==> src/rtl/tmr_wdt_presc.sv <==
module tmr_wdt_presc #(
  parameter int TMR_W = 8,
  parameter int PRE_W = 8,
  parameter int WDT_W = 8
) (
  input  logic             clk,
  input  logic             rst_n,
  input  logic             ext_pin,
  input  logic             wdt_tick,
  input  logic             cfg_we,
  input  logic [5:0]       cfg_wdata,
  input  logic             tmr_we,
  input  logic [TMR_W-1:0] tmr_wdata,
  input  logic             ovf_clr,
  input  logic             wdt_clr,
  input  logic             sleep_cmd,
  output logic [TMR_W-1:0] tmr_value,
  output logic             tmr_ovf,
  output logic             wdt_timeout
);
  localparam logic [PRE_W:0]   P_ONE = {{PRE_W{1'b0}}, 1'b1};
  localparam logic [TMR_W-1:0] T_ONE = {{(TMR_W-1){1'b0}}, 1'b1};
  localparam logic [WDT_W-1:0] W_ONE = {{(WDT_W-1){1'b0}}, 1'b1};

  logic [5:0]       cfg;
  logic [2:0]       pin_sync;
  logic [PRE_W-1:0] presc;
  logic [WDT_W-1:0] wdt_cnt;

  wire [2:0] rate     = cfg[2:0];
  wire       to_wdt   = cfg[3];
  wire       fall_sel = cfg[4];
  wire       ext_sel  = cfg[5];

  wire ext_evt = fall_sel ? (pin_sync[2] & ~pin_sync[1]) : (pin_sync[1] & ~pin_sync[2]);
  wire src_evt = ext_sel ? ext_evt : 1'b1;

  wire [3:0]       tshift  = {1'b0, rate} + 4'd1;
  wire [PRE_W:0]   tm_full = (P_ONE << tshift) - P_ONE;
  wire [PRE_W:0]   wm_full = (P_ONE << rate) - P_ONE;
  wire [PRE_W-1:0] pmask   = to_wdt ? wm_full[PRE_W-1:0] : tm_full[PRE_W-1:0];

  wire presc_evt  = to_wdt ? wdt_tick : src_evt;
  wire presc_fire = presc_evt && ((presc & pmask) == pmask) && !cfg_we;
  wire wdt_kick   = wdt_clr | sleep_cmd;
  wire tmr_step   = to_wdt ? src_evt : presc_fire;
  wire wdt_step   = to_wdt ? presc_fire : wdt_tick;
  wire presc_zero = cfg_we || (tmr_we && !to_wdt) || (wdt_kick && to_wdt);

  always_ff @(posedge clk or negedge rst_n)
    if (!rst_n) begin
      cfg      <= '1;
      pin_sync <= '0;
    end else begin
      pin_sync <= {pin_sync[1:0], ext_pin};
      if (cfg_we) cfg <= cfg_wdata;
    end

  always_ff @(posedge clk or negedge rst_n)
    if (!rst_n)          presc <= '0;
    else if (presc_zero) presc <= '0;
    else if (presc_evt)  presc <= presc + P_ONE[PRE_W-1:0];

  always_ff @(posedge clk or negedge rst_n)
    if (!rst_n) begin
      tmr_value <= '0;
      tmr_ovf   <= 1'b0;
    end else begin
      if (tmr_we)        tmr_value <= tmr_wdata;
      else if (tmr_step) tmr_value <= tmr_value + T_ONE;
      if (tmr_step && !tmr_we && (&tmr_value)) tmr_ovf <= 1'b1;
      else if (ovf_clr)                        tmr_ovf <= 1'b0;
    end

  always_ff @(posedge clk or negedge rst_n)
    if (!rst_n) begin
      wdt_cnt     <= '0;
      wdt_timeout <= 1'b0;
    end else begin
      if (wdt_kick)      wdt_cnt <= '0;
      else if (wdt_step) wdt_cnt <= wdt_cnt + W_ONE;
      if (wdt_step && !wdt_kick && (&wdt_cnt)) wdt_timeout <= 1'b1;
    end

  a_r4_tmr_load: assert property (@(posedge clk) disable iff (!rst_n)
    tmr_we |=> tmr_value == $past(tmr_wdata));
  a_r3_single_step: assert property (@(posedge clk) disable iff (!rst_n)
    !tmr_we |=> (tmr_value == $past(tmr_value)) || (tmr_value == $past(tmr_value) + T_ONE));
  a_r5_undivided: assert property (@(posedge clk) disable iff (!rst_n)
    (to_wdt && !ext_sel && !tmr_we && !cfg_we) |=> tmr_value == $past(tmr_value) + T_ONE);
  a_r7_ovf_hold: assert property (@(posedge clk) disable iff (!rst_n)
    (tmr_ovf && !ovf_clr) |=> tmr_ovf);
  a_r9_timeout_hold: assert property (@(posedge clk) disable iff (!rst_n)
    wdt_timeout |=> wdt_timeout);
  a_r10_kick_zero: assert property (@(posedge clk) disable iff (!rst_n)
    wdt_kick |=> (wdt_cnt == '0) && !$rose(wdt_timeout));
endmodule

==> config.mk <==
export PLATFORM = sky130hd
export DESIGN_NAME = tmr_wdt_presc
export DESIGN_NICKNAME = d
export VERILOG_FILES = /design/src/rtl/tmr_wdt_presc.sv
export SDC_FILE = /design/constraint.sdc
export NUM_CORES = 1
export LEC_CHECK = 0
export BUFFER_PORTS_ARGS = -buffer_cell sky130_fd_sc_hd__buf_2
export CAP_MARGIN = 15
export CORE_ASPECT_RATIO = 0.7
export CORE_UTILIZATION = 45
export DETAILED_ROUTE_END_ITERATION = 8
export PLACE_DENSITY = 0.77
export SLEW_MARGIN = 25
export SYNTH_ARGS = -nofsm -noshare
export SYNTH_HDL_FRONTEND = slang
export SYNTH_SLANG_ARGS = --single-unit
==> constraint.sdc <==
create_clock -name clk -period 4.25 [get_ports clk]
set_input_delay 0.425 -clock clk [delete_from_list [all_inputs] [get_ports clk]]
set_output_delay 0.425 -clock clk [all_outputs]
set_load 0.03 [all_outputs]
### After elaboration in Yosys (flattened, before gate mapping)

Index checks and enable logic that the tools add are counted.
W data, S select, Z words.

| storage, ports and cells | value |
|---|---|
| register bits after elaboration | 35 |
| output and inout port bits | 10 |
| bits of input ports | 23 |
| word-level logic and storage cells | 56 |

| cells by class | value |
|---|---|
| bitwise gates (word level) | 6 |
| muxes and demuxes | 14 |
| shift-type cells | 2 |
| reduce and logical (&&, ||, !) cells | 20 |
| $add $sub $neg | 6 |
| equality and inequality tests | 1 |

Operators with widths:

| cell | number |
|---|---|
| $mux W8 | 7 |
| $add A8 B1 Y8 const B | 3 |
| $reduce_and A8 Y1 | 2 |
| $sub A8 B1 Y8 const B | 2 |
| $and A8 B8 Y8 | 1 |
| $eq A8 B8 Y1 | 1 |
| $logic_and A1 B1 Y1 | 8 |
| $reduce_bool A2 Y1 | 4 |
| $shl A1 B3 Y8 const A | 1 |
| $shl A1 B4 Y8 const A | 1 |
| $mux W1 | 7 |
| $add A3 B1 Y4 const B | 1 |
| $logic_not A1 Y1 | 4 |
| $and A1 B1 Y1 | 2 |
| $logic_or A1 B1 Y1 | 2 |
| $not A1 Y1 | 2 |
| $or A1 B1 Y1 | 1 |

### Longest topological paths before layout

Gate-level depths: netlist (run 1).

| logic depth | value |
|---|---|
| word-level depth | 12 |
| mapped depth | 14 |
| mapped depth without buffers | 12 |

### Worst setup path before layout (run 1)

No wires, ideal clock.

| path | value |
|---|---|
| path kind | register -> register |
| from | register cfg[0] |
| to | register tmr_value[4] |
| stages on the path, launching flop included | 15 |
| setup time | 0.124 ns |
| path buffers | 2 |
| slack | 1.028 ns |
| period minus slack after synthesis | 3.222 ns |
| data required time | 4.126 ns |
| arrival | 3.098 ns |
| cell sequence | dfstp_2 > ha_1 > or2_1 > buf_2 > a2111oi_0 > a31oi_1 > ha_1 > nor2_1 > a311oi_2 > o211ai_4 > nor4_2 > a32o_2 > buf_6 > a41oi_2 > a211o_1 |

| on the way | value |
|---|---|
| longest elaborated chain between the ends | 10 |
| elaborated cells on any way between the ends | 12 |
| those cells by class | add/sub (3); eq/ne (1); shift (2); mux (2); bitwise (1); reduce/logical (3) |

RTL lines:

| item | RTL line | source |
|---|---|---|
| start, declared | 25 | `logic [5:0] cfg;` |
| start signal, assigned | 56 | `if (cfg_we) cfg <= cfg_wdata;` |
| $add A3 B1 Y4 | 38 | `wire [3:0] tshift = {1'b0, rate} + 4'd1;` |
| $shl A1 B4 Y8 | 39 | `wire [PRE_W:0] tm_full = (P_ONE << tshift) - P_ONE;` |
| $sub A8 B1 Y8 | 39 |  |
| $mux W8 * | 41 | `wire [PRE_W-1:0] pmask = to_wdt ? wm_full[PRE_W-1:0] : tm_full[PRE_W-1:0];` |
| $and A8 B8 Y8 | 44 | `wire presc_fire = presc_evt && ((presc & pmask) == pmask) && !cfg_we;` |
| $eq A8 B8 Y1 * | 44 |  |
| $logic_and A1 B1 Y1 * (2 in a row) | 44 |  |
| $mux W1 * | 46 | `wire tmr_step = to_wdt ? src_evt : presc_fire;` |
| $reduce_bool A2 Y1 (no line) * | - |  |
| end signal, assigned | 69 | `if (tmr_we) tmr_value <= tmr_wdata;` |
| end signal, assigned | 70 | `else if (tmr_step) tmr_value <= tmr_value + T_ONE;` |
| end, declared | 17 | `output logic [TMR_W-1:0] tmr_value,` |

Mark *: on every way between the ends. The rest lies on a longest branch, timed or not.
A chain may end at the register's enable or synchronous reset.

### Worst setup path after layout (run 1)

| path | value |
|---|---|
| from | register cfg[1] |
| to | register tmr_value[4] |

Same word-level chain as after synthesis.

==> results.md, run 1 <==
- Setup violators final: 0
- Placed Area: 2420 µm²
- Share of post-route cells with drive strength above 1: 0.254
- Routability congestion estimate: 0.939
- Final setup TNS: 0 ps
- Worst slack at placement: between 700 and 800 ps
- Layout Cells excl Fill: about 330
- Input/output buffers: 32
- Core Box Area: 4810 µm²
- Shortest period the worst path allows: 3600 ps
- Min Hold Slack: 219 ps
- Main synth FF type: dfrtp_1
- Static Leak: 1.06 nW
- Drc violations: 0
- Cts hold-fix bufs: 0
- Hold Vio Cnt, Final: 0
- Synth top area share: 0.321
- Fin area: 2530 µm²
- Worst R2R Setup Slack: 650 ps
- Diodes inserted: 0
- Critical R2R Capture: tmr_value[4]
- Number of flops mapped to enable cells by yosys: 0
- Synth cell types: 62
- PostCTS Resize Cnt: 0
- Tot Pwr: 0.841 mW
- Synth Register Bits: 35
- Cells after Synth: 237
- Layout area overhead: 12.0%
- Post-DRT Antenna Nets: 0
- Clock Path Buffers: 2
- Crit Path Class: register to register
- Die X: 86.7 µm
- 1st-pass router iterations: 4
- Most frequent cells after synthesis: 29 x dfrtp_1, 22 x nand2_1, 21 x nor2_1
- Slew @ Worst Pin: 789 ps
- Critical Path AT: 3780 ps
- Hold Crit Class: primary input to async pin
- Max Slew Vio Count: 0
- Status: completed
- Fmax: between 200 and 300 MHz
- Worst vdd ir: 184 µV
- Post-Syn Area: 2260 µm²
- Congestion Overflow GR: 0
- Starting Density: 0.470
- Top area cells in the synthesized netlist: dfrtp_1 32%, dfstp_2 7.0%, nand2_1 3.7%
- Final worst path period share: 0.847
- Post-route setup slack: 650 ps
- Clock skew: 9.13 ps
- Syn Nets: 265
- Die ar.: 5310 µm²
- DR vias: approximately 1800
- Avg Vias per Cell: 5.52
- Nets: a little under 300
- Critical path endpoint category: register
- Post-CTS Setup Bufs: 0
- DR WL/cell: 14.6 µm
- Post-synthesis sequential area ratio: 0.391
- H-tree depth: 2
- Total I/O pin count: 33
- Critical R2R Launch: cfg[1]
- Ys async rst share: 1.00
- Clock Pin Slew Worst Setup and Hold Paths: 70 ps
- R2R cell count: 12
- Most numerous cell in the Yosys netlist: dfrtp_1
- Cell Pwr Density: 333 nW/µm²
- Filler cells: 443
- Critical Path RT: about 4400 ps
- Max FO, Critical Path: 14
- Area leader, netlist: dfrtp_1
- Total CTS buffers: 5
- Clk root buf: clkbuf_8
- Multi-input logic area: 1250 µm²
- Relative slew slack: 0.474
- Synth warnings: 0
- Gr usage total: 0.197
- Placed insts: 325
- Unrepaired setup endpoints after global routing: false
- Max_cap viols: 0
- Post-detail-place hpwl: roughly 3500 µm
- Mean area per synthesized cell: between 9 and 10 µm²
- Pin count of the biggest net entering global routing: 36
- CTS tree: built
- Initial antenna violation count: 0
- Sequential Area: 883 µm²
- FP Rows: 21
- Clk_lat worst skew: 280 ps
- Die H: 61.3 µm
- Critical Path Source Type: register
- Vias in the first global route: 1669
- First-pass GRT wire length: 7860 µm
- Final Util: 0.526
- Routed WL: 4850 µm
- Detailed router's first-iteration violation count: about 110
- CTS sink count: 35
==> flip-flops by register name, summed over array words and instances, names as in the netlist <==
register	count
wdt_timeout	1
presc	8
pin_sync	3
tmr_value	8
wdt_cnt	8
cfg	6
tmr_ovf	1
==> worst max-delay path by stage <==
stage | from | cells after the start | slack, ps | end
6_report | cfg[1] | 12 | 650 | tmr_value[4]
5_1_grt | cfg[1] | 12 | 390 | tmr_value[2]
4_1_cts | cfg[1] | 12 | 700 | tmr_value[4]
3_5_place_dp | cfg[1] | 12 | 710 | tmr_value[2]
3_3_place_gp | cfg[0] | 12 | 820 | tmr_value[4]
2_1_floorplan | cfg[0] | 14 | 1030 | tmr_value[4]
==> worst max-delay path, stage by stage (launching register included) <==
cell and delay [ps]:
dfstp_2 650, ha_1 330, nor3b_2 230, a21boi_0 320, nor2_1 90, ha_1 290
nor2_1 50, a311oi_2 320, o211ai_4 130, nor4_2 260, a32o_2 390, a41oi_2 150
a211o_1 280
==> power breakdown <==
| part | internal [mW] | total, mW | switching, mW |
|---|---|---|---|
| combinational | 0.0763 | 0.188 | 0.112 |
| sequential | 0.355 | 0.385 | 0.0302 |
| clock | 0.147 | 0.268 | 0.121 |
| total | 0.578 | 0.841 | 0.262 |
==> placed cells by master (no fill, tap or decap), types with 2 or more instances in the layout <==
master / synthesis / final
nand4_1: 10 / 10
mux2_2: 4 / 4
o21ai_1: 3 / 3
mux2i_1: 6 / 6
a221o_1: 2 / 2
a31o_1: 2 / 2
clkbuf_8: 0 / 7
nand3_1: 13 / 13
inv_1: 10 / 10
nand2b_1: 2 / 2
and3_2: 2 / 2
a21oi_1: 6 / 6
a21boi_0: 2 / 2
o32ai_1: 2 / 2
and3_1: 3 / 3
nand3b_1: 4 / 4
o21ai_0: 6 / 6
a32o_2: 2 / 2
xor2_1: 5 / 5
nor2b_1: 7 / 7
and2_1: 4 / 4
nor2_1: 21 / 21
buf_2: 4 / 32
nand2_1: 22 / 22
dfstp_2: 6 / 6
xnor2_1: 4 / 4
ha_1: 5 / 5
dfrtp_1: 29 / 29
or2_2: 2 / 2
or3_1: 5 / 5
nor3b_1: 2 / 2
a311o_1: 3 / 3
a31oi_1: 3 / 3
==> cells by family after synthesis <==
logic type | share of synthesized area
simple gates | 0.263
compound gates | 0.183
flops | 0.391
buf+inv | 0.0537
mux | 0.0465
xor+xnor | 0.0349
fa+ha+maj | 0.0277
==> cell type report <==
cell class | count | share of cell area
Timing Repair Buffer | 32 | 0.0633
Clock inverter | 1 | 0.00297
Tap cell | 69 | 0.0341
Multi-Input combinational cell | 178 | 0.496
Sequential cell | 35 | 0.349
Inverter | 11 | 0.0163
Clock buffer | 7 | 0.0381
==> metal layers <==
layer | GRT usage | share of wire | vias up
met2 | 0.304 | 0.42 | 43
met3 | 0.0536 | 0.053 | 4
met4 | 0.0571 | 0.0074 | 0
met5 | 0 | 0 | -
met1 | 0.274 | 0.52 | 870
li1 | - | - | 920
(Power assumes the default switching activity.)
==> inputs of run 2 (changes only) <==
==> constraint.sdc (replaced) <==
create_clock -name clk -period 3.65 [get_ports clk]
set_input_delay 0.365 -clock clk [delete_from_list [all_inputs] [get_ports clk]]
set_output_delay 0.365 -clock clk [all_outputs]
set_load 0.03 [all_outputs]
==> run 2 against run 1 <==
  * Maximum frequency is 6.2% higher
  * Worst hold slack lost 59 ps
  * Register-to-register slack got worse by 390 ps
  * Wire length up 4.4%
  * Clock power rose by 37%
  * First-iteration DRC count fell by 4.4%
  * Clock-buffer cell count is 1 lower
  * Via count rose by 4.0%
  * Power increased by 25%
  * Critical path type unchanged
  * Combinational power grew 27%
  * Highest routed layer unchanged
==> results.md, run 2 (synthesis gave the netlist of run 1 again) <==
- Status: completed
- Top delay family on crit path: compound AO/OA/AOI/OAI gates
- Cell Pwr Density: 404 nW/µm² (+22%)
- Shortest period the worst path allows: 3390 ps (-211 ps)
- Clock skew: 8.15 ps (-0.984 ps)
- Max Slew Vio Count: 0 (unchanged)
- CTS tree: built
- Layout Cells excl Fill: 337 (+1.2%)
- Post-detail-place hpwl: 3520 µm (about the same)
- Placed insts: 325 (unchanged)
- Clk root buf: clkbuf_8
- Post-DRT Antenna Nets: 0 (unchanged)
- Slew @ Worst Pin: 798 ps (+8.78 ps)
- Relative slew slack: 0.468 (-0.00586)
- Setup violators final: 0 (unchanged)
- Hold Vio Cnt, Final: 0 (unchanged)
- Sequential Power Share: 0.424 (-0.034)
- Die X: 86.7 µm (unchanged)
- Critical Path RT: 3830 ps (-600 ps)
- Tot Pwr: 1.05 mW (+25%)
- Clock Pin Slew Worst Setup and Hold Paths: 80 ps (about the same)
- DR WL/cell: 15.0 µm (+3.1%)
- Input/output buffers: 32 (unchanged)
- Comb pwr share: 0.227 (+0.003)
- Clk network pwr share: 0.349 (+0.030)
- Clock Path Buffers: 2 (unchanged)
- Worst R2R Setup Slack: 260 ps (-390 ps)
- Gr usage total: 0.193 (-0.00328)
- Die ar.: 5310 µm² (unchanged)
- Total I/O pin count: 33 (unchanged)
- Critical Path AT: 3570 ps (-210 ps)
- Worst vdd ir: 272 µV (+48%)
- Diodes inserted: 0 (unchanged)
- First-pass GRT wire length: 7750 µm (-1.4%)
- Commonest non-fill, non-tap cell in the layout: buf_2
- Most frequent cells in the layout: 32 x buf_2, 29 x dfrtp_1, 22 x nand2_1
- CTS sink count: 35 (unchanged)
- Avg Vias per Cell: 5.67 (+2.7%)
- Fmax: 295 MHz (+6.2%)
- Detailed router's first-iteration violation count: 109 (-4.4%)
- Starting Density: 0.470 (unchanged)
- Top flop regs: presc x8, tmr_value x8, wdt_cnt x8
- Switch Pwr: 0.323 mW (+23%)
- Switching share of power: 0.307 (-0.00541)
- Static Leak: 1.09 nW (+2.6%)
- Total CTS buffers: 5 (unchanged)
- Routed WL: 5060 µm (+4.4%)
- Max incr delay on CP: 610 ps (-40 ps)
- Final worst path period share: 0.928 (+0.0814)
- Core Box Area: 4810 µm² (unchanged)
- Crit Path Class: register to register
- Worst path slowest cell: dfstp_2
- DR vias: 1910 (+4.0%)
- Critical path endpoint category: register
- Initial antenna violation count: 0 (unchanged)
- FP Rows: 21 (unchanged)
- Routability congestion estimate: 0.940 (about the same)
- Max_cap viols: 0 (unchanged)
- Nets: 295 (+1.4%)
- Final setup TNS: 0 ps (unchanged)
- CP Buf/Inv Count: 0 (unchanged)
- Drc violations: 0 (unchanged)
- H-tree depth: 2 (unchanged)
- Critical path cell sequence: ha_2, nand2_1, a2111oi_2, a31oi_1, ha_1, nor2_1, a311oi_2, o211ai_4, nor4_4, a32o_2, a41oi_2, a211o_1
- Max FO, Critical Path: 9 (-5)
- Critical Path Source Type: register
- Clk_lat worst skew: 290 ps (about the same)
- Die H: 61.3 µm (unchanged)
- Share of post-route cells with drive strength above 1: 0.276 (+0.0223)
- Hold Crit Class: primary input to async pin
- 1st-pass router iterations: 4 (unchanged)
- Vias in the first global route: 1667 (-0.12%)
- Congestion Overflow GR: 0 (unchanged)
- Layout area overhead: 15.2%
- Internal power: 0.729 mW (+26%)
- Pin count of the biggest net entering global routing: 36 (unchanged)
- Unrepaired setup endpoints after global routing: false
==> run 2: layer usage <==
| metal | up-vias | share of wire | global-route usage |
|---|---|---|---|
| li1 | 929 | - | - |
| met1 | 914 | 0.49 | 0.258 |
| met2 | 62 | 0.44 | 0.295 |
| met3 | 5 | 0.066 | 0.0791 |
| met4 | 0 | 0.0040 | 0.0500 |
| met5 | - | 0 | 0 |
==> run 2: worst paths after layout <==
path,startpoint,to,depth (start not counted)
min,rst_n,wdt_cnt[1],1
max,cfg[1],tmr_value[4],12
max in group asynchronous,rst_n,pin_sync[0],1
min in group clk,ext_pin,pin_sync[0],1
min reg2reg,pin_sync[0],pin_sync[1],0
max reg2reg,cfg[1],tmr_value[4],12
==> run 2: metrics by stage <==
stage	worst slack, ps	util	area, µm²	hold WS, ps
after floorplan	428	-	2260	69.4
after detailed placement	117	0.504	2420	343
final	261	0.541	2600	161
after global placement	220	0.504	2420	351
after CTS	99.5	0.529	2540	185
after global routing	40.7	0.541	2600	178
==> run 2: area by class of cell <==
type	instances	area [µm²]
Fill cell	448	2210
Multi-Input combinational cell	179	1290
Sequential cell	35	883
Timing Repair Buffer	35	183
Tap cell	69	86.3
Clock buffer	6	82.6
Inverter	11	41.3
Clock inverter	2	35.0
==> run 2: timing repair <==
| item | CTS | global route |
|---|---|---|
| endpoints found under the setup margin | 0 | 18 |
| hold buffers | 0 | 0 |
| resized for setup | 0 | 7 |
| buffers inserted | 0 | 3 |
==> run 2: power by group through the flow <==
| stage | logic [mW] | registers (mW) | clock network [mW] |
|---|---|---|---|
| finish | 0.239 | 0.446 | 0.367 |
| global route | 0.261 | 0.451 | 0.389 |
| CTS | 0.218 | 0.447 | 0.372 |
| detailed placement | 0.217 | 0.454 | 0 |
| global placement | 0.212 | 0.452 | 0 |
| floorplan | 0.160 | 0.456 | 0 |
==> run 2: worst register-to-register path, stage by stage (launching register included) <==
cell and delay [ps]:
dfstp_2 610, ha_2 260, nand2_1 150, a2111oi_2 330, a31oi_1 80, ha_1 300, nor2_1 50, a311oi_2 320
o211ai_4 140, nor4_4 320, a32o_2 330, a41oi_2 130, a211o_1 280
